==> config.mk <==
export PLATFORM = sky130hd
export DESIGN_NAME = rate_strobe_gen
export DESIGN_NICKNAME = d
export VERILOG_FILES = /design/src/rtl/rsg_pkg.sv /design/src/rtl/rsg_period_decode.sv /design/src/rtl/rsg_channel.sv /design/src/rtl/rate_strobe_gen.sv
export SDC_FILE = /design/constraint.sdc
export NUM_CORES = 1
export LEC_CHECK = 0
export BUFFER_PORTS_ARGS = -buffer_cell sky130_fd_sc_hd__buf_2
export CAP_MARGIN = 25
export CORE_AREA = 2 2 53 55
export CTS_CLUSTER_DIAMETER = 80
export DETAILED_ROUTE_END_ITERATION = 16
export DIE_AREA = 0 0 55 57
export GPL_ROUTABILITY_DRIVEN = 0
export PLACE_DENSITY = 0.71
export SETUP_SLACK_MARGIN = 0.05
export SLEW_MARGIN = 10
export SYNTH_ARGS = -nofsm -noshare
export SYNTH_HDL_FRONTEND = slang
export SYNTH_SLANG_ARGS = --single-unit
==> constraint.sdc <==
create_clock -name clk -period 3 [get_ports clk]
set_input_delay 0.45 -clock clk [delete_from_list [all_inputs] [get_ports clk]]
set_output_delay 0.45 -clock clk [all_outputs]
set_load 0.02 [all_outputs]
==> src/rtl/rsg_pkg.sv <==
package rsg_pkg;
  localparam int CODE_W   = 3;
  localparam int MAX_DIV  = 8;
  localparam int CNT_W    = $clog2(MAX_DIV);
  localparam int PER_W    = CNT_W + 1;

  typedef logic [CODE_W-1:0] rate_code_t;

  localparam rate_code_t CODE_DIV8  = 3'd0;
  localparam rate_code_t CODE_DIV6  = 3'd1;
  localparam rate_code_t CODE_DIV5  = 3'd2;
  localparam rate_code_t CODE_DIV4  = 3'd3;
  localparam rate_code_t CODE_HALF  = 3'd4;
  localparam rate_code_t CODE_DIV2  = 3'd5;
  localparam rate_code_t CODE_DIV1  = 3'd6;
  localparam rate_code_t CODE_OFF   = 3'd7;
endpackage

==> src/rtl/rsg_period_decode.sv <==
module rsg_period_decode
  import rsg_pkg::*;
(
  input  rate_code_t       code,
  input  logic             phase,
  output logic [PER_W-1:0] period,
  output logic             valid
);
  always_comb begin
    valid  = 1'b1;
    period = PER_W'(1);
    unique case (code)
      CODE_DIV8: period = PER_W'(8);
      CODE_DIV6: period = PER_W'(6);
      CODE_DIV5: period = PER_W'(5);
      CODE_DIV4: period = PER_W'(4);
      CODE_HALF: period = phase ? PER_W'(3) : PER_W'(2);
      CODE_DIV2: period = PER_W'(2);
      CODE_DIV1: period = PER_W'(1);
      default: begin
        valid  = 1'b0;
        period = PER_W'(1);
      end
    endcase
  end
endmodule

==> src/rtl/rsg_channel.sv <==
module rsg_channel
  import rsg_pkg::*;
(
  input  logic       clk,
  input  logic       rst,
  input  logic       tick,
  input  logic       restart,
  input  rate_code_t code,
  output logic       strobe
);
  logic [CNT_W-1:0] cnt;
  logic             phase;
  logic [PER_W-1:0] period;
  logic             valid;
  logic [PER_W-1:0] cnt_next;
  logic             hit;

  rsg_period_decode u_dec (
    .code  (code),
    .phase (phase),
    .period(period),
    .valid (valid)
  );

  assign cnt_next = {1'b0, cnt} + PER_W'(1);
  assign hit      = tick && valid && (cnt_next >= period);

  always_ff @(posedge clk) begin
    if (rst || restart) begin
      cnt    <= '0;
      phase  <= 1'b0;
      strobe <= 1'b0;
    end else begin
      strobe <= hit;
      if (!valid) begin
        cnt <= '0;
      end else if (tick) begin
        if (hit) begin
          cnt <= '0;
          if (code == CODE_HALF) phase <= ~phase;
        end else begin
          cnt <= cnt_next[CNT_W-1:0];
        end
      end
    end
  end

  // a strobe only ever follows an accepted master tick
  a_r5_strobe_follows_tick: assert property (@(posedge clk) disable iff (rst)
    strobe |-> ($past(tick) && !$past(restart)));

  // the invalid code never yields a strobe
  a_r4_invalid_silent: assert property (@(posedge clk) disable iff (rst)
    strobe |-> ($past(code) != CODE_OFF));

  // divide-by-one strobes on every accepted tick
  a_r2_unit_period: assert property (@(posedge clk) disable iff (rst)
    (tick && !restart && code == CODE_DIV1) |=> strobe);

  // a restart suppresses the strobe in the following cycle
  a_r6_restart_quiet: assert property (@(posedge clk) disable iff (rst)
    restart |=> !strobe);

  // without a tick the count does not move
  a_r9_count_holds: assert property (@(posedge clk) disable iff (rst)
    (!tick && !restart && code != CODE_OFF) |=> $stable(cnt));
endmodule

==> src/rtl/rate_strobe_gen.sv <==
module rate_strobe_gen
  import rsg_pkg::*;
#(
  parameter int NUM_CH = 3
) (
  input  logic                     clk,
  input  logic                     rst,
  input  logic                     tick_in,
  input  logic [NUM_CH*CODE_W-1:0] rate_code,
  input  logic [NUM_CH-1:0]        restart,
  output logic [NUM_CH-1:0]        strobe
);
  for (genvar c = 0; c < NUM_CH; c++) begin : g_ch
    rsg_channel u_ch (
      .clk    (clk),
      .rst    (rst),
      .tick   (tick_in),
      .restart(restart[c]),
      .code   (rate_code[c*CODE_W +: CODE_W]),
      .strobe (strobe[c])
    );
  end

  // strobes are low in the cycle after reset
  a_r1_reset_quiet: assert property (@(posedge clk)
    rst |=> (strobe == '0));

  // no strobe can appear unless a tick came the cycle before
  a_r5_top_tick: assert property (@(posedge clk) disable iff (rst)
    (strobe != '0) |-> $past(tick_in));
endmodule

## After elaboration in Yosys (flattened, before gate mapping)

Cells that the tools add are included.

- Register bits after elaboration: 15
- Logic and storage cells: 72

- Add/sub/neg operators: 3
- Order comparisons: 3
- Equal/unequal tests: 18
- Mux-type cells: 12
- Bitwise logic cells: 6
- Reductions and logical operators: 21

Operators with widths:

| kind | number |
|---|---|
| $pmux 4 s6 | 3 |
| $eq 3x3->1 const B | 9 |
| $reduce_or 7->1 | 3 |
| $eq 3x2->1 const B | 6 |
| $add 3x1->4 const B | 3 |
| $ge 4x4->1 | 3 |
| $reduce_and 4->1 | 3 |
| $eq 3x1->1 const B | 3 |
| $logic_not 3->1 | 3 |
| $mux 3 | 3 |
| $logic_and 1x1->1 | 6 |
| $mux 1 | 6 |
| $not 1->1 | 6 |
| $reduce_or 2->1 | 3 |
| $logic_or 1x1->1 | 3 |

## Logic depth before layout (Yosys ltp)

Gate-level depths: netlist of the first run.

- Depth in word-level cells: 6
- Gate-level depth with buffers: 8
- Depth with buffers taken out: 8

## Cells and area by module

From an unflattened synthesis of the first run, not the netlist that was laid out.

- Cell total of the unflattened synthesis: 180
- Area, all modules: 1527.7 sq um

Modules (own cells, without submodules):

| module | times used | cells an instance | area an instance (sq um) |
|---|---|---|---|
| rsg_channel | 3 | 44 | 385.4 |
| rsg_period_decode | 3 | 16 | 123.9 |

## Least setup slack after synthesis of the first run

No wires, ideal clock.

- Kind: input-to-reg
- Start: input port rate_code[2]
- End: register g_ch[0].u_ch.phase
- Library setup time: 86 ps
- Arrival time: 1908 ps
- Data required time: 2914 ps
- Slack: 1007 ps
- Cell stages on the path: 6
- Cell sequence: or3_1 -> ha_1 -> o21a_2 -> nor2_2 -> or4_1 -> a211oi_1

- Word-level cells in the longest chain between the ends: 6

Ends and longest elaborated chain:

| what | line | RTL |
|---|---|---|
| start, declared | rate_strobe_gen.sv:9 | `input logic [NUM_CH*CODE_W-1:0] rate_code,` |
| branches (longest 5 deep; another with $ge 4x4->1) | -- |  |
| $reduce_and 4->1 (no source line) * | -- |  |
| end signal, assigned | rsg_channel.sv:40 | `if (code == CODE_HALF) phase <= ~phase;` |
| end, declared | rsg_channel.sv:12 | `logic phase;` |

Mark *: on every way between the ends.
A chain may end at the register's enable or synchronous reset.

## Worst setup path in the final report of the first run

- Start: register g_ch[0].u_ch.phase
- End: register g_ch[0].u_ch.phase

- Word-level cells in the longest chain between the ends: 5

Ends and longest elaborated chain:

| what | line | RTL |
|---|---|---|
| $mux 1 | rsg_period_decode.sv:17 | `CODE_HALF: period = phase ? PER_W'(3) : PER_W'(2);` |
| $pmux 4 s6 | rsg_period_decode.sv:12 | `unique case (code)` |
| $ge 4x4->1 | rsg_channel.sv:26 | `assign hit = tick && valid && (cnt_next >= period);` |
| $logic_and 1x1->1 | rsg_channel.sv:26 |  |
| $reduce_and 4->1 (no source line) | -- |  |

Parallel ways exist; a longest one is shown, timed or not.

==> qor.txt, run 1 <==
Share of layout cells above drive strength 1 = 0.204
Clk_skew = 0.00772 ns
Most frequent cells in the layout = buf_2, ha_1, dfxtp_1
Pre-antenna DRT Iters = 4
Max VDD drop = 0.000181 V
Core ar. = 0.00262 mm²
Yosys warns = 0
Pleak = 0.542 nW
Routed Antenna Nets = 0
Switching pwr = 0.118 mW
Multi-input logic area = 816 µm²
WL met2 = 1160 µm
Crit path capture type = flip-flop
CTS Buffer Depth = 2
Postcts setup bufs = 0
Vias in the first global route = 904
Seq cells post-synth = 15
Final worst path period share = 0.704
All-Layer GR Usage = 0.166
Overflow after GRT = 0
Most common cell after layout, fill and taps aside = buf_2
Metal3 WL = 59 µm
Hold Buf Count CTS = 0
Fill count = 263
Reg area = 300 µm²
Post-route DRC violation count = 0
Max Used Layer = met4
CTS resizes = 0
Sink Count = 15
Fin. max-slew vios = 0
CP required = 3.19 ns
Syn Inst Count = 131
Die width = 55 µm
Full die area = 0.00314 mm²
Drt wl/cell = 13.1 µm
First-pass GRT wire length = 3870 µm
Final Non-Filler Cells = 178
RSZ-0062 raised after global routing = false
IO buf count = 17
Normalized max-slew margin = 0.708
CTS Buf Count = 3
Antenna Cells = 0
DP Wirelength = 1910 µm
Pwr dens = 326 mW/mm²
Iteration-0 DRC Markers = 22
Avg Inst Size Synth = 8.84 µm²
Row count = 19
Clock network power share = 0.271
Final Hold Fails = 0
H-tree depth = 1
Fmax = 0.474 GHz
Layout area overhead = 10.3%
Setup tns final = 0 ns
Pin count of the biggest net entering global routing = 21
Initial antenna violation count = 0
Root buffer cell = clkbuf_4
CP Max Fanout = 5
Sw Ratio = 0.283
Synthesized Nets = 161
Share of power burned in registers = 0.495
Crit Path Category = reg2reg
Clock latency on the worst-skew pair = 0.28 ns
Internal power = 0.299 mW
DR vias = 1,004
Met1 Routed Length = 1080 µm
Max-cap violations = 0
Total Nets Final = 178
Critical Path AT = 2.31 ns
Seq/Total Area, Yosys = 0.259
TritonCTS clock tree = built
Vias per cell = 5.64
Unique masters post-synth = 32
Drt total wl = 2320 µm
Status = completed
Chip Height = 57 µm
Mapped Area = 0.00116 mm²
Comb pwr share = 0.234
IO Count = 18
Minimum clock period = 2.11 ns
Clk slew on worst S/H paths = 0.09 ns
Final Setup Violations = 0
Initial core utilization = 0.443
Least-Margin Pin Slew = 0.439 ns
Worst min path class = in2reg
Placed cell count = 174
Type of origin of the critical path = flip-flop
==> cells in the mapped netlist <==
cell | number | area (µm²)
a2111oi_4 | 3 | 82.6
a211oi_1 | 2 | 15.0
a21boi_1 | 1 | 7.51
a21oi_1 | 5 | 25.0
a311o_1 | 2 | 20.0
and3_1 | 3 | 18.8
and4_1 | 1 | 8.76
buf_2 | 1 | 5.00
buf_4 | 3 | 22.5
clkbuf_1 | 1 | 3.75
dfxtp_1 | 15 | 300
ha_1 | 15 | 188
inv_1 | 3 | 11.3
nand2_1 | 5 | 18.8
nand2b_1 | 8 | 50.1
nand3_1 | 5 | 25.0
nor2_1 | 8 | 30.0
nor2_2 | 2 | 12.5
nor2b_1 | 4 | 25.0
nor3_1 | 6 | 30.0
o211ai_1 | 3 | 22.5
o21a_2 | 2 | 17.5
o21ai_0 | 10 | 50.1
o21ai_1 | 1 | 5.00
o21bai_1 | 1 | 7.51
o22ai_1 | 1 | 6.26
o31ai_1 | 3 | 22.5
or2_2 | 3 | 18.8
or3_1 | 4 | 25.0
or4_1 | 3 | 22.5
xnor2_1 | 2 | 17.5
xor2_1 | 5 | 43.8
==> power groups by stage <==
stage,registers (mW),clock network [mW],logic [mW]
global placement,0.211,0,0.0934
detailed placement,0.211,0,0.0971
CTS,0.206,0.120,0.0975
global route,0.207,0.127,0.108
floorplan,0.210,0,0.0688
finish,0.206,0.113,0.0973
==> path summary, 6_finish.rpt <==
check | startpoint | end | slack, ns | depth (start not counted)
worst max register to register | g_ch[0].u_ch.phase | g_ch[0].u_ch.phase | 0.89 | 8
worst min register to register | g_ch[2].u_ch.phase | g_ch[2].u_ch.phase | 0.49 | 2
worst max-delay path | g_ch[0].u_ch.phase | g_ch[0].u_ch.phase | 0.89 | 8
worst min-delay path | restart[1] | g_ch[1].u_ch.phase | 0.34 | 2
==> layer usage <==
metal | GRT usage | vias up
li1 | - | 517
met1 | 0.209 | 471
met2 | 0.279 | 14
met3 | 0.0236 | 2
met4 | 0.0627 | 0
met5 | 0 | -
==> sequential cells by signal (all words and copies together) (netlist names) <==
| register | cells |
|---|---|
| g_ch.u_ch.phase | 3 |
| g_ch.u_ch.cnt | 9 |
| g_ch.u_ch.strobe | 3 |
==> kinds of logic after synthesis <==
| group | after synthesis | synth area share |
|---|---|---|
| xor gates and xnor gates | 7 | 0.0529 |
| AOI/OAI and AO/OA | 34 | 0.243 |
| and+or+nand+nor | 52 | 0.246 |
| buffers and inverters | 8 | 0.0367 |
| adders and majority gates | 15 | 0.162 |
| DFF | 15 | 0.259 |
==> final cells by class <==
cell class,instances,area share
inverters,3,0.00881
clock buffers,4,0.0206
flip-flops and latches,15,0.235
well taps,31,0.0304
multi-input cells,108,0.639
repair buffers,17,0.0666
==> per-stage QoR <==
| stage | setup WS, ns | power [mW] | utilization | hold WS, ns | area (µm²) |
|---|---|---|---|---|---|
| floorplan | 1.01 | 0.279 | - | 0.446 | 1160 |
| detailed placement | 0.722 | 0.308 | 0.478 | 0.478 | 1250 |
| global route | 0.664 | 0.441 | 0.489 | 0.339 | 1280 |
| global placement | 0.800 | 0.304 | 0.478 | 0.465 | 1250 |
| CTS | 0.890 | 0.424 | 0.489 | 0.333 | 1280 |
| finish | 0.889 | 0.416 | 0.489 | 0.345 | 1280 |
==> worst max-delay path, stage by stage, from the launching register on <==
cell and delay, ns:
dfxtp_1 0.33, nor2b_1 0.14, o21ai_0 0.16, o21ai_0 0.13, ha_1 0.29, nand2b_1 0.14
a2111oi_4 0.10, or4_1 0.52, a211oi_1 0.22
No activity file was read; power rests on OpenSTA's default activity.
==> run 2, diff against run 1 <==
--- a/config.mk
+++ b/config.mk
@@ -12,7 +12,7 @@
 export DETAILED_ROUTE_END_ITERATION = 16
 export DIE_AREA = 0 0 55 57
 export GPL_ROUTABILITY_DRIVEN = 0
-export PLACE_DENSITY = 0.71
+export PLACE_DENSITY = 0.74
 export SETUP_SLACK_MARGIN = 0.05
 export SLEW_MARGIN = 10
 export SYNTH_ARGS = -nofsm -noshare
==> constraint.sdc (replaced) <==
create_clock -name clk -period 1.8 [get_ports clk]
set_input_delay 0.27 -clock clk [delete_from_list [all_inputs] [get_ports clk]]
set_output_delay 0.27 -clock clk [all_outputs]
set_load 0.02 [all_outputs]
==> run 2 against run 1 <==
Compared with the run above:
- the run now ends with negative setup slack left
- setup slack lost 1.0 ns
- clock power grew 80%
- maximum frequency grew 8.3%
- clock-buffer cell count shrank 1
- cell count grew 14%
- hold slack lost 0.22 ns
- routed wire length grew 23%
- first-iteration DRC count shrank 64%
- design area grew 32%
- global-route usage grew 3.6 points
- combinational power grew to 2.6 times the previous value
- sequential share of layout area shrank 4.9 points
- critical path type unchanged
==> qor.txt, run 2 (synthesis gave the netlist of run 1 again) <==
Status = complete, but fails checks
Failing checks = negative setup slack
Fin. max-slew vios = 0
Biggest register = g_ch.u_ch.cnt
Power Total = 0.798 mW
Pin count of the biggest net entering global routing = 13
CTS Buf Count = 3
IO buf count = 17
Routed Antenna Nets = 0
Drt wl/cell = 14.0 µm
Max-cap violations = 0
Max VDD drop = 0.000339 V
Vias per cell = 5.52
Hold Buf Count CTS = 0
Worst min path class = in2reg
Share of layout cells above drive strength 1 = 0.552
Min Hold Slack = 0.129 ns
CP Max Fanout = 6
DR vias = 1,121
Worst R2R Setup Slack = -0.15 ns
Hold Path Depth = 2
CTS Buffer Depth = 2
RSZ-0062 raised after global routing = true
Pleak = 0.689 nW
Crit path capture type = flip-flop
Total Nets Final = 203
Chip Height = 57 µm
Die width = 55 µm
Reg2Reg Launch Point = g_ch[2].u_ch.phase
Overflow after GRT = 0
Full die area = 0.00314 mm²
IO Count = 18
Root buffer cell = clkbuf_4
Setup tns final = -0.589 ns
Minimum clock period = 1.95 ns
Largest regs = g_ch.u_ch.cnt x9, g_ch.u_ch.phase x3, g_ch.u_ch.strobe x3
Final Setup Violations = 10
PnR worst setup slack = -0.149 ns
Placed cell count = 192
Most frequent cells in the layout = buf_4, buf_2, dfxtp_2
Worst min-delay path startpoint = restart[0]
Normalized max-slew margin = 0.698
Least-Margin Pin Slew = 0.452 ns
Clk_skew = 0.0186 ns
FF-to-FF End = g_ch[2].u_ch.phase
Antenna Cells = 0
Clock latency on the worst-skew pair = 0.29 ns
All-Layer GR Usage = 0.202
Fmax = 0.513 GHz
Final worst path period share = 1.08
Vias in the first global route = 1,169
Hold Path End = g_ch[0].u_ch.phase
Final Hold Fails = 0
Pre-antenna DRT Iters = 2
TritonCTS clock tree = built
Clk slew on worst S/H paths = 0.11 ns
Initial core utilization = 0.443
Dpl ws = -0.240 ns
Most common cell after layout, fill and taps aside = buf_4
Fill count = 219
Worst r2r path cells = 9
DP Wirelength = 2130 µm
Pwr dens = 472 mW/mm²
Crit Path Category = reg2reg
Type of origin of the critical path = flip-flop
Critical Path AT = 2.18 ns
Post-route DRC violation count = 0
Final Non-Filler Cells = 203
H-tree depth = 1
Sink Count = 15
Core ar. = 0.00262 mm²
Initial antenna violation count = 0
First-pass GRT wire length = 4820 µm
CP required = 2.03 ns
Row count = 19
Drt total wl = 2850 µm
Iteration-0 DRC Markers = 8
Max reg flops = 9
Layout area overhead = 45.8%
==> run 2: changes by cell type in the layout (fill, tap and decap cells not counted), moves of 5 or more <==
cell | before | now
buf_4 | 0 | 23
o21ai_0 | 10 | 3
dfxtp_1 | 15 | 6
dfxtp_2 | 0 | 8
o21ai_1 | 1 | 6
ha_4 | 0 | 7
ha_1 | 15 | 6
==> run 2: how the worst max path moves through the flow <==
stage / start / to / slack (ns) / cells after the start
after floorplan: g_ch[0].u_ch.phase / g_ch[0].u_ch.phase / 0.02 / 8
after global placement: rate_code[3] / g_ch[1].u_ch.phase / -0.16 / 9
after detailed placement: rate_code[3] / g_ch[1].u_ch.phase / -0.24 / 9
after CTS: g_ch[2].u_ch.phase / g_ch[2].u_ch.phase / -0.13 / 9
after global routing: g_ch[2].u_ch.phase / g_ch[2].u_ch.phase / -0.24 / 9
final: g_ch[2].u_ch.phase / g_ch[2].u_ch.phase / -0.15 / 9
==> run 2: final cells by class <==
| class | instances | area [µm²] | area share |
|---|---|---|---|
| Clock buffer | 3 | 22.5 | 0.0133 |
| Clock inverter | 1 | 5.00 | 0.00296 |
| Inverter | 3 | 11.3 | 0.00667 |
| Multi-Input combinational cell | 108 | 1020 | 0.602 |
| Sequential cell | 15 | 314 | 0.186 |
| Tap cell | 31 | 38.8 | 0.0230 |
| Timing Repair Buffer | 42 | 280 | 0.166 |
==> run 2: power breakdown <==
part	total [mW]	leakage, nW	switching (mW)	internal, mW
Combinational	0.251	0.545	0.119	0.132
Sequential	0.343	0.126	0.00520	0.338
Clock	0.203	0.0177	0.121	0.0825
Total	0.798	0.689	0.245	0.553
==> run 2: through the flow <==
step                      area [µm²]   util
final                           1690  0.646
after global routing            1690  0.646
after CTS                       1600  0.611
after detailed placement        1460  0.557
after global placement          1460  0.557
after floorplan                 1230      -
==> run 2: critical path, stage by stage (launching register included) <==
cell       delay [ns]
dfxtp_2          0.34
nor2b_4          0.11
o21ai_1          0.12
o21ai_1          0.08
ha_1             0.27
nand2b_4         0.12
a2111oi_4        0.06
buf_4            0.16
or4_1            0.49
a21boi_1         0.12
==> run 2: per-layer routing <==
metal / vias to the layer above / track usage / wire length, µm
met1: 537 / 0.240 / 1200
li1: 567 / - / -
met4: 0 / 0.0627 / 42
met3: 4 / 0.0157 / 46
met2: 13 / 0.369 / 1560
met5: - / 0 / 0
==> run 2: what timing repair did <==
item,4_1_cts,5_1_grt
gates resized for setup,18,18
buffers inserted,5,3
setup endpoints to repair,12,14
cloned,0,0
hold endpoints to repair,0,0
pin swaps,20,14
